`src/rtl/tenv_pkg.sv`:
```
package tenv_pkg;

    typedef enum logic [2:0] {
        ENV_T0 = 3'd0,
        ENV_T1 = 3'd1,
        ENV_T2 = 3'd2,
        ENV_T3 = 3'd3,
        ENV_T4 = 3'd4,
        ENV_T5 = 3'd5
    } env_e;

    localparam int NUM_ENV = 6;

    typedef struct packed {
        logic a;
        logic b;
        logic c;
    } phase_t;

    localparam phase_t PH_REST = '{a: 1'b0, b: 1'b0, c: 1'b0};

    function automatic env_e env_decode(input phase_t p, input logic lp);
        env_e e;
        if (lp) begin
            e = ENV_T5;
        end else begin
            case ({p.a, p.b, p.c})
                3'b100:  e = ENV_T1;
                3'b110:  e = ENV_T2;
                3'b111:  e = ENV_T3;
                3'b101:  e = ENV_T4;
                default: e = ENV_T0;
            endcase
        end
        return e;
    endfunction

    function automatic logic phase_legal(input phase_t p);
        return ({p.a, p.b, p.c} != 3'b010) && ({p.a, p.b, p.c} != 3'b011)
            && ({p.a, p.b, p.c} != 3'b001);
    endfunction

endpackage

```
`src/rtl/tenv_strobe.sv`:
```
module tenv_strobe #(
    parameter int STRB_DIV = 1
) (
    input  logic clk_i,
    input  logic rst_i,
    output logic stb_o
);
    localparam int CNT_W = (STRB_DIV > 1) ? $clog2(STRB_DIV) : 1;
    localparam logic [CNT_W-1:0] CNT_LAST = CNT_W'(STRB_DIV - 1);

    generate
        if (STRB_DIV <= 1) begin : g_every
            assign stb_o = 1'b1;
        end else begin : g_div
            logic [CNT_W-1:0] cnt_q;
            always_ff @(posedge clk_i) begin
                if (rst_i)                cnt_q <= '0;
                else if (cnt_q == CNT_LAST) cnt_q <= '0;
                else                      cnt_q <= cnt_q + 1'b1;
            end
            assign stb_o = (cnt_q == CNT_LAST);
        end
    endgenerate

endmodule

```
`src/rtl/tenv_phase.sv`:
```
module tenv_phase
    import tenv_pkg::*;
(
    input  logic   clk_i,
    input  logic   rst_i,
    input  logic   stb_i,
    input  logic   dr_i,
    input  logic   rel_i,
    output phase_t ph_o,
    output logic   lp_o,
    output env_e   env_o,
    output logic   dr_pend_o
);
    phase_t ph_q;
    logic   a_dly_q;
    logic   lp_q;
    logic   dr_seen_q;
    logic   rel_seen_q;

    env_e   env;
    logic   start;
    logic   close;

    assign env   = env_decode(ph_q, lp_q);
    assign start = stb_i && (env == ENV_T0) && (dr_i || dr_seen_q);
    assign close = stb_i && (env == ENV_T4) && (rel_i || rel_seen_q);

    always_ff @(posedge clk_i) begin
        if (rst_i) begin
            ph_q      <= PH_REST;
            a_dly_q   <= 1'b0;
            lp_q      <= 1'b0;
        end else if (stb_i) begin
            a_dly_q <= ph_q.a;
            // A: set by data-ready in rest, cleared by last pulse
            if (lp_q)       ph_q.a <= 1'b0;
            else if (start) ph_q.a <= 1'b1;
            // B: follows A while C is clear, dropped once C is set
            if (ph_q.c)                 ph_q.b <= 1'b0;
            else if (ph_q.a)            ph_q.b <= 1'b1;
            // C: set from delayed A while B is up, cleared by last pulse
            if (lp_q)                   ph_q.c <= 1'b0;
            else if (a_dly_q && ph_q.b) ph_q.c <= 1'b1;
            lp_q <= close;
        end
    end

    always_ff @(posedge clk_i) begin
        if (rst_i) begin
            dr_seen_q  <= 1'b0;
            rel_seen_q <= 1'b0;
        end else begin
            dr_seen_q  <= start ? 1'b0 : (dr_seen_q || dr_i);
            rel_seen_q <= close ? 1'b0 : (rel_seen_q || rel_i);
        end
    end

    assign ph_o      = ph_q;
    assign lp_o      = lp_q;
    assign env_o     = env;
    assign dr_pend_o = dr_seen_q;

    a_r2_legal_phase: assert property (@(posedge clk_i) disable iff (rst_i)
        phase_legal(ph_q));
    a_r3_hold_off_strobe: assert property (@(posedge clk_i) disable iff (rst_i)
        !stb_i |=> $stable(ph_q));
    a_r3_start_on_ready: assert property (@(posedge clk_i) disable iff (rst_i)
        (stb_i && env == ENV_T0 && dr_i) |=> (env == ENV_T1));
    a_r4_t1_to_t2: assert property (@(posedge clk_i) disable iff (rst_i)
        (stb_i && env == ENV_T1) |=> (env == ENV_T2));
    a_r4_t2_to_t3: assert property (@(posedge clk_i) disable iff (rst_i)
        (stb_i && env == ENV_T2) |=> (env == ENV_T3));
    a_r5_lp_returns_rest: assert property (@(posedge clk_i) disable iff (rst_i)
        (stb_i && lp_q) |=> (env == ENV_T0 && !lp_q));
    a_r5_t4_waits: assert property (@(posedge clk_i) disable iff (rst_i)
        (env == ENV_T4 && !rel_i && !rel_seen_q) |=> (env == ENV_T4));

endmodule

```
`src/rtl/tenv_req.sv`:
```
module tenv_req (
    input  logic clk_i,
    input  logic rst_i,
    input  logic need_mem_i,
    input  logic rel_i,
    input  logic dr_i,
    input  logic in_t0_i,
    input  logic dr_pend_i,
    output logic req_o
);
    logic req_q;
    logic raise_ovl;
    logic raise_dfr;

    assign raise_ovl = need_mem_i && rel_i && !req_q;
    assign raise_dfr = !need_mem_i && in_t0_i && !req_q && !dr_pend_i;

    always_ff @(posedge clk_i) begin
        if (rst_i)                      req_q <= 1'b0;
        else if (req_q && dr_i)         req_q <= 1'b0;
        else if (raise_ovl || raise_dfr) req_q <= 1'b1;
    end

    assign req_o = req_q;

    a_r9_drop_on_ready: assert property (@(posedge clk_i) disable iff (rst_i)
        (req_q && dr_i) |=> !req_q);
    a_r9_hold_until_ready: assert property (@(posedge clk_i) disable iff (rst_i)
        (req_q && !dr_i) |=> req_q);
    a_r8_launch_on_release: assert property (@(posedge clk_i) disable iff (rst_i)
        (need_mem_i && rel_i && !req_q) |=> req_q);
    a_r7_defer_to_t0: assert property (@(posedge clk_i) disable iff (rst_i)
        ($rose(req_q) && !$past(need_mem_i)) |-> $past(in_t0_i));

endmodule

```
`src/rtl/tenv_top.sv`:
```
module tenv_top
    import tenv_pkg::*;
#(
    parameter int STRB_DIV = 1
) (
    input  logic                clk_i,
    input  logic                rst_i,
    input  logic                dr_i,
    input  logic                rel_i,
    input  logic                need_mem_i,
    output logic [NUM_ENV-1:0]  env_o,
    output logic                ph_a_o,
    output logic                ph_b_o,
    output logic                ph_c_o,
    output logic                mreq_o,
    output logic                lastp_o
);
    logic   stb;
    phase_t ph;
    logic   lp;
    env_e   env;
    logic   dr_pend;

    tenv_strobe #(.STRB_DIV(STRB_DIV)) u_strobe (
        .clk_i (clk_i),
        .rst_i (rst_i),
        .stb_o (stb)
    );

    tenv_phase u_phase (
        .clk_i     (clk_i),
        .rst_i     (rst_i),
        .stb_i     (stb),
        .dr_i      (dr_i),
        .rel_i     (rel_i),
        .ph_o      (ph),
        .lp_o      (lp),
        .env_o     (env),
        .dr_pend_o (dr_pend)
    );

    tenv_req u_req (
        .clk_i      (clk_i),
        .rst_i      (rst_i),
        .need_mem_i (need_mem_i),
        .rel_i      (rel_i),
        .dr_i       (dr_i),
        .in_t0_i    (env == ENV_T0),
        .dr_pend_i  (dr_pend),
        .req_o      (mreq_o)
    );

    generate
        for (genvar k = 0; k < NUM_ENV; k++) begin : g_env
            assign env_o[k] = (env == env_e'(k));
        end
    endgenerate

    assign ph_a_o  = ph.a;
    assign ph_b_o  = ph.b;
    assign ph_c_o  = ph.c;
    assign lastp_o = lp;

    a_r2_env_onehot: assert property (@(posedge clk_i) disable iff (rst_i)
        $countones(env_o) == 1);
    a_r2_lastp_is_t5: assert property (@(posedge clk_i) disable iff (rst_i)
        lastp_o |-> env_o[NUM_ENV-1]);

endmodule

```
`config.mk`:
```
export PLATFORM = sky130hd
export DESIGN_NAME = tenv_top
export DESIGN_NICKNAME = d
export VERILOG_FILES = /design/src/rtl/tenv_pkg.sv /design/src/rtl/tenv_strobe.sv /design/src/rtl/tenv_phase.sv /design/src/rtl/tenv_req.sv /design/src/rtl/tenv_top.sv
export SDC_FILE = /design/constraint.sdc
export NUM_CORES = 1
export LEC_CHECK = 0
export BUFFER_PORTS_ARGS = -buffer_cell sky130_fd_sc_hd__buf_2
export CELL_PAD_IN_SITES_DETAIL_PLACEMENT = 1
export CELL_PAD_IN_SITES_GLOBAL_PLACEMENT = 2
export CORE_MARGIN = 2
export CORE_UTILIZATION = 20
export DETAILED_ROUTE_END_ITERATION = 10
export GPL_TIMING_DRIVEN = 0
export PLACE_DENSITY_LB_ADDON = 0.1
export SETUP_SLACK_MARGIN = 0.05
export SLEW_MARGIN = 5
export SYNTH_ARGS = -nofsm -noshare
export SYNTH_HDL_FRONTEND = slang
export SYNTH_SLANG_ARGS = --single-unit
```
`constraint.sdc`:
```
create_clock -name clk_i -period 1.3 [get_ports clk_i]
set_clock_uncertainty 0.15 [all_clocks]
set_input_delay 0.13 -clock clk_i [delete_from_list [all_inputs] [get_ports clk_i]]
set_output_delay 0.13 -clock clk_i [all_outputs]
set_load 0.02 [all_outputs]
```
==> results.ini, run 1 <==
[pwr]
power_mw = 0.579
power.density_mw_per_mm2 = 1080
p_leak_nw = 0.236
peakVddDrop_v = 0.000544

[routing]
ant_nets = 0
drc = 0
drt_iter0_drc = 0
routed_wirelength_um = 846
wl_per_cell_um = 12.1
drt-pass1-iter-count = 1
viasPerCell = 4.57
vias = 320

[yosys]
synth_compound_area_frac = 0.0813
synth_most_common_cell = dfxtp_1
yosysTopAreaCell = dfxtp_1
syn_avg_cell_area_um2 = 9.93
yosys.area_share.simple = 0.350
synth_top_area_share = 0.520
synth_nets = 36
synth-edff-count = 0
synthTopCellsByCount = 8 x dfxtp_1, 6 x nor3_1, 4 x nor2_1, 2 x a21oi_1, 2 x clkbuf_1
seq_area_frac_synth = 0.520
synth_area_um2 = 308
ys_warn_count = 0
synth_top_family_by_area = simple AND/OR/NAND/NOR gates
synth_fa_ha_area_frac = 0
muxShareOfSynthArea = 0
yosysUniqueCellTypes = 14
synth_async_sr_flop_share = 0
synth-xor-area-share = 0
synth-main-ff-cell = dfxtp_1
netlist_instances = 31
synth_seq_cells = 8
synth_area_leaders = dfxtp_1 52%, nor3_1 9.8%, a221oi_2 4.9%

[cells_and_area]
areaGrowthSynthToFinish_pct = 74.4
nets = 61
drive_above_1_share = 0.611
stdcell_count = 70
diodes = 0
final.fill_count = 178

[critical_path]
cp_max_fo = 7
path_class = reg -> out
slowest_stage = dfxtp_4
start_kind = flip-flop
worstSetupEndpointType = output pin
worstPathRequired_ns = 1.02
critPathArrivalTime_ns = 1.08
worstPathCellList = nor4bb_4 > buf_4
cpPeakStageDelay_ns = 0.37

[grt]
grt_pass1_wl_um = 1380
antenna_found_initial = 0
grt_pass1_vias = 322
grt_max_degree = 9
grt_overflow = 0
grt_usage = 0.105

[cts]
path_clk_slew_ns = 0.05
cts_buffers = 3
ctsLongestPathBuffers = 2
htreeDepth = 1
cts_root_buf = clkbuf_4
cts_tree = built
cts_sinks = 8
insertion_delay_ns = 0.25

[placed_design]
place.gp.congestion = 0.607
portBuffers = 14
dpl.hpwl_um = 615
dp.cells = 61

[worst_hold_path]
hp-class = in -> reg

[die]
initial_core_util = 0.209
num_rows = 14
fp.dieH_um = 43.2
design.core.area_mm2 = 0.00147
pin_count = 16
dieArea_mm2 = 0.00187
die_w_um = 43.2

[sta]
finalSetupTns_ns = -0.182
rsz0062_at_grt = true
finalCritPeriodShare = 1.05
hold_viol = 0
slew_violations = 0
final-setup-viol-count = 4
fin_crit_ns = 1.36
tightest_slew_ns = 0.374
setup_ws_ns = -0.0587
slew-limit-headroom = 0.750
max_freq_mhz = 736

[flow_run]
cap_viol_max_count = 0

[outcome]
violations = negative setup slack
status = finished, violations left

[layout by cell type, fill, tap and decap left out]
cell type and count:
a21oi_1 2, a221oi_2 1, and4b_1 1, and4bb_2 1
buf_2 8, buf_4 9, buf_6 3, clkbuf_1 2
clkbuf_4 3, dfxtp_1 4, dfxtp_4 4, dlygate4sd3_1 1
nor2_1 3, nor2_2 1, nor2b_1 1, nor3_1 6
nor3b_1 1, nor4b_2 1, nor4bb_4 1, or4_4 1
[logic make-up after synthesis]
| logic type | Yosys count |
|---|---|
| compound gates | 3 |
| simple gates | 17 |
| flops | 8 |
| buf+inv | 3 |
[power by group]
group | switching [mW] | internal [mW] | total [mW]
logic | 0.0553 | 0.0628 | 0.118
registers | 0.0177 | 0.258 | 0.276
clock network | 0.0795 | 0.105 | 0.185
[worst paths after layout]
check | cells after the start | endpoint | from | slack (ns)
setup reg to reg | 2 | u_req.req_o$_SDFFE_PP0P_ | u_phase.lp_o$_SDFF_PP0_ | -0.04
hold reg to reg | 1 | u_req.req_o$_SDFFE_PP0P_ | u_req.req_o$_SDFFE_PP0P_ | 0.32
setup / recovery | 2 | env_o[2] | u_phase.ph_o[0]$_SDFFE_PP0P_ | -0.06
hold / removal | 3 | u_req.req_o$_SDFFE_PP0P_ | need_mem_i | 0.03
[per-layer routing]
| metal | share of wire | vias up | GRT usage |
|---|---|---|---|
| met2 | 0.49 | 12 | 0.179 |
| met3 | 0.063 | 4 | 0.0298 |
| met4 | 0.027 | 0 | 0.0909 |
| met5 | 0 | - | 0 |
| met1 | 0.42 | 144 | 0.101 |
| li1 | - | 160 | - |
[sequential cells by signal (all words and copies together), names as in the netlist]
name                flops
u_req.req_o             1
u_phase.rel_seen_q      1
u_phase.lp_o            1
u_phase.ph_o            3
u_phase.a_dly_q         1
u_phase.dr_pend_o       1
[worst max-delay path: cells and delay by family (launching register included)]
family,cells,cell delay (ns)
buffers and inverters,1,0.18
DFF,1,0.37
and+or+nand+nor,1,0.28
[through the flow]
stage / worst slack, ns / cell area [um2] / utilization / hold slack, ns
global route: -0.0902 / 537 / 0.365 / 0.0248
detailed placement: -0.0432 / 432 / 0.293 / 0.214
floorplan: -0.0190 / 342 / - / 0.0735
global placement: -0.0212 / 432 / 0.293 / 0.206
finish: -0.0587 / 537 / 0.365 / 0.0288
CTS: -0.0659 / 528 / 0.359 / 0.0239
[area by class of cell]
type	count	area, um2	share of cell area
Tap cell	16	20.0	0.0373
Timing Repair Buffer	20	144	0.268
Buffer	3	15.0	0.0280
Multi-Input combinational cell	20	160	0.298
Sequential cell	8	175	0.326
Clock buffer	3	22.5	0.0420
[timing repair]
action	in CTS	in global routing
hold buffers	1	0
gates resized for setup	10	3
pin swaps	2	0
endpoints found under the setup margin	6	7
hold endpoints to repair	1	0
setup buffers	5	0
No activity file was read; power rests on OpenSTA's default activity.
==> inputs of run 2 (changes only) <==
--- a/config.mk
+++ b/config.mk
@@ -12,7 +12,7 @@
 export CORE_UTILIZATION = 20
 export DETAILED_ROUTE_END_ITERATION = 10
 export GPL_TIMING_DRIVEN = 0
-export PLACE_DENSITY_LB_ADDON = 0.1
+export PLACE_DENSITY_LB_ADDON = 0.08
 export SETUP_SLACK_MARGIN = 0.05
 export SLEW_MARGIN = 5
 export SYNTH_ARGS = -nofsm -noshare
==> results.ini, run 2 (same netlist as run 1, synthesis figures left out) <==
[outcome]
status = finished, violations left
violations = negative setup slack

[pwr]
power_mw = 0.581
p_leak_nw = 0.234
power.density_mw_per_mm2 = 1090
peakVddDrop_v = 0.000343

[worst_hold_path]
min_path_cells = 3
hold_path_end = u_req.req_o$_SDFFE_PP0P_
min_from = need_mem_i
hp-class = in -> reg

[routing]
viasPerCell = 4.61
drc = 0
ant_nets = 0
drt_iter0_drc = 0
wl_per_cell_um = 12.4
routed_wirelength_um = 859
vias = 318
drt-pass1-iter-count = 1

[grt]
grt_pass1_vias = 324
grt_overflow = 0
antenna_found_initial = 0
grt_pass1_wl_um = 1350
grt_usage = 0.0988
grt_max_degree = 10

[cts]
insertion_delay_ns = 0.25
htreeDepth = 1
ctsLongestPathBuffers = 2
cts_sinks = 8
cts_root_buf = clkbuf_4
cts_buffers = 3
cts_tree = built
path_clk_slew_ns = 0.05

[cells_and_area]
final.fill_count = 181
diodes = 0
ff_latch_area_um2 = 173
drive_above_1_share = 0.604
stdcell_count = 69
nets = 60
largest_reg_flops = 3
final_common_cell = buf_2
most-common-layout-cells = 9 x buf_2, 6 x nor3_1, 6 x buf_4
areaGrowthSynthToFinish_pct = 73.2
multi_input_area_um2 = 165
final_core_util = 0.362

[die]
num_rows = 14
dieArea_mm2 = 0.00187
fp.dieH_um = 43.2
initial_core_util = 0.209
die_w_um = 43.2
pin_count = 16
design.core.area_mm2 = 0.00147

[critical_path]
cp_max_fo = 9
regToRegStartpoint = u_phase.lp_o$_SDFF_PP0_
start_kind = flip-flop
path_class = reg -> out
r2r_slack_ns = -0.03
worstSetupEndpointType = output pin
worstPathRequired_ns = 1.02
critPathArrivalTime_ns = 1.07
worst-r2r-cell-count = 2
reg2reg_to = u_req.req_o$_SDFFE_PP0P_

[sta]
rsz0062_at_grt = true
hold-worst-slack_ns = 0.0290
tightest_slew_ns = 0.357
final-setup-viol-count = 4
setup_ws_ns = -0.0500
slew-limit-headroom = 0.762
fin_crit_ns = 1.35
finalCritPeriodShare = 1.04
max_freq_mhz = 741
slew_violations = 0
hold_viol = 0

[placed_design]
place_ws_ns = -0.0221
dpl.hpwl_um = 629
portBuffers = 14
dp.cells = 61
place.gp.congestion = 0.626

[flow_run]
cap_viol_max_count = 0

==> run 2: changes by cell type in the layout (fill, tap and decap cells not counted), sizes merged <==
cell and change:
buf -1
==> run 2: critical path: stages (launching register included) <==
cell	delay, ns
dfxtp_4	0.38
and4bb_2	0.32
buf_6	0.12
==> run 2: worst max path at each step <==
stage	end	slack [ns]	startpoint
detailed placement	u_req.req_o$_SDFFE_PP0P_	-0.02	u_phase.lp_o$_SDFF_PP0_
floorplan	u_req.req_o$_SDFFE_PP0P_	-0.02	u_phase.lp_o$_SDFF_PP0_
CTS	env_o[2]	-0.06	u_phase.ph_o[1]$_SDFFE_PP0P_
global placement	u_req.req_o$_SDFFE_PP0P_	-0.02	u_phase.lp_o$_SDFF_PP0_
finish	env_o[4]	-0.05	u_phase.lp_o$_SDFF_PP0_
global route	env_o[2]	-0.1	u_phase.ph_o[1]$_SDFFE_PP0P_
==> run 2: area by class of cell <==
type                       count  area share
timing repair buffer          19       0.251
tap                           16      0.0376
sequential                     8       0.324
clock buffer                   3      0.0423
buffer                         3      0.0352
multi-input combinational     20       0.310
==> run 2: report_power, final <==
part           internal (mW)  switching (mW)  leakage (nW)
clock                  0.105          0.0806        0.0138
sequential             0.260          0.0188        0.0684
combinational         0.0612          0.0549         0.151
total                  0.426           0.154         0.234
==> run 2: per-layer routing <==
metal  GRT usage  routed length [um]
met5           0                   0
met4      0.0364                   0
met3      0.0298                  57
met2       0.176                 458
met1       0.108                 343
==> run 2: per-stage QoR <==
stage                     setup TNS (ns)  instance area, um2
after floorplan                  -0.0190                 342
after global routing              -0.414                 533
after detailed placement         -0.0221                 432
after CTS                         -0.217                 524
after global placement           -0.0221                 432
final                             -0.157                 533
==> run 2: repair_timing <==
item,in CTS,in global routing
endpoints found under the hold margin,1,0
endpoints found under the setup margin,6,8
resized for setup,11,2
pin swaps,2,0
hold buffers,1,0
buffers inserted,4,0
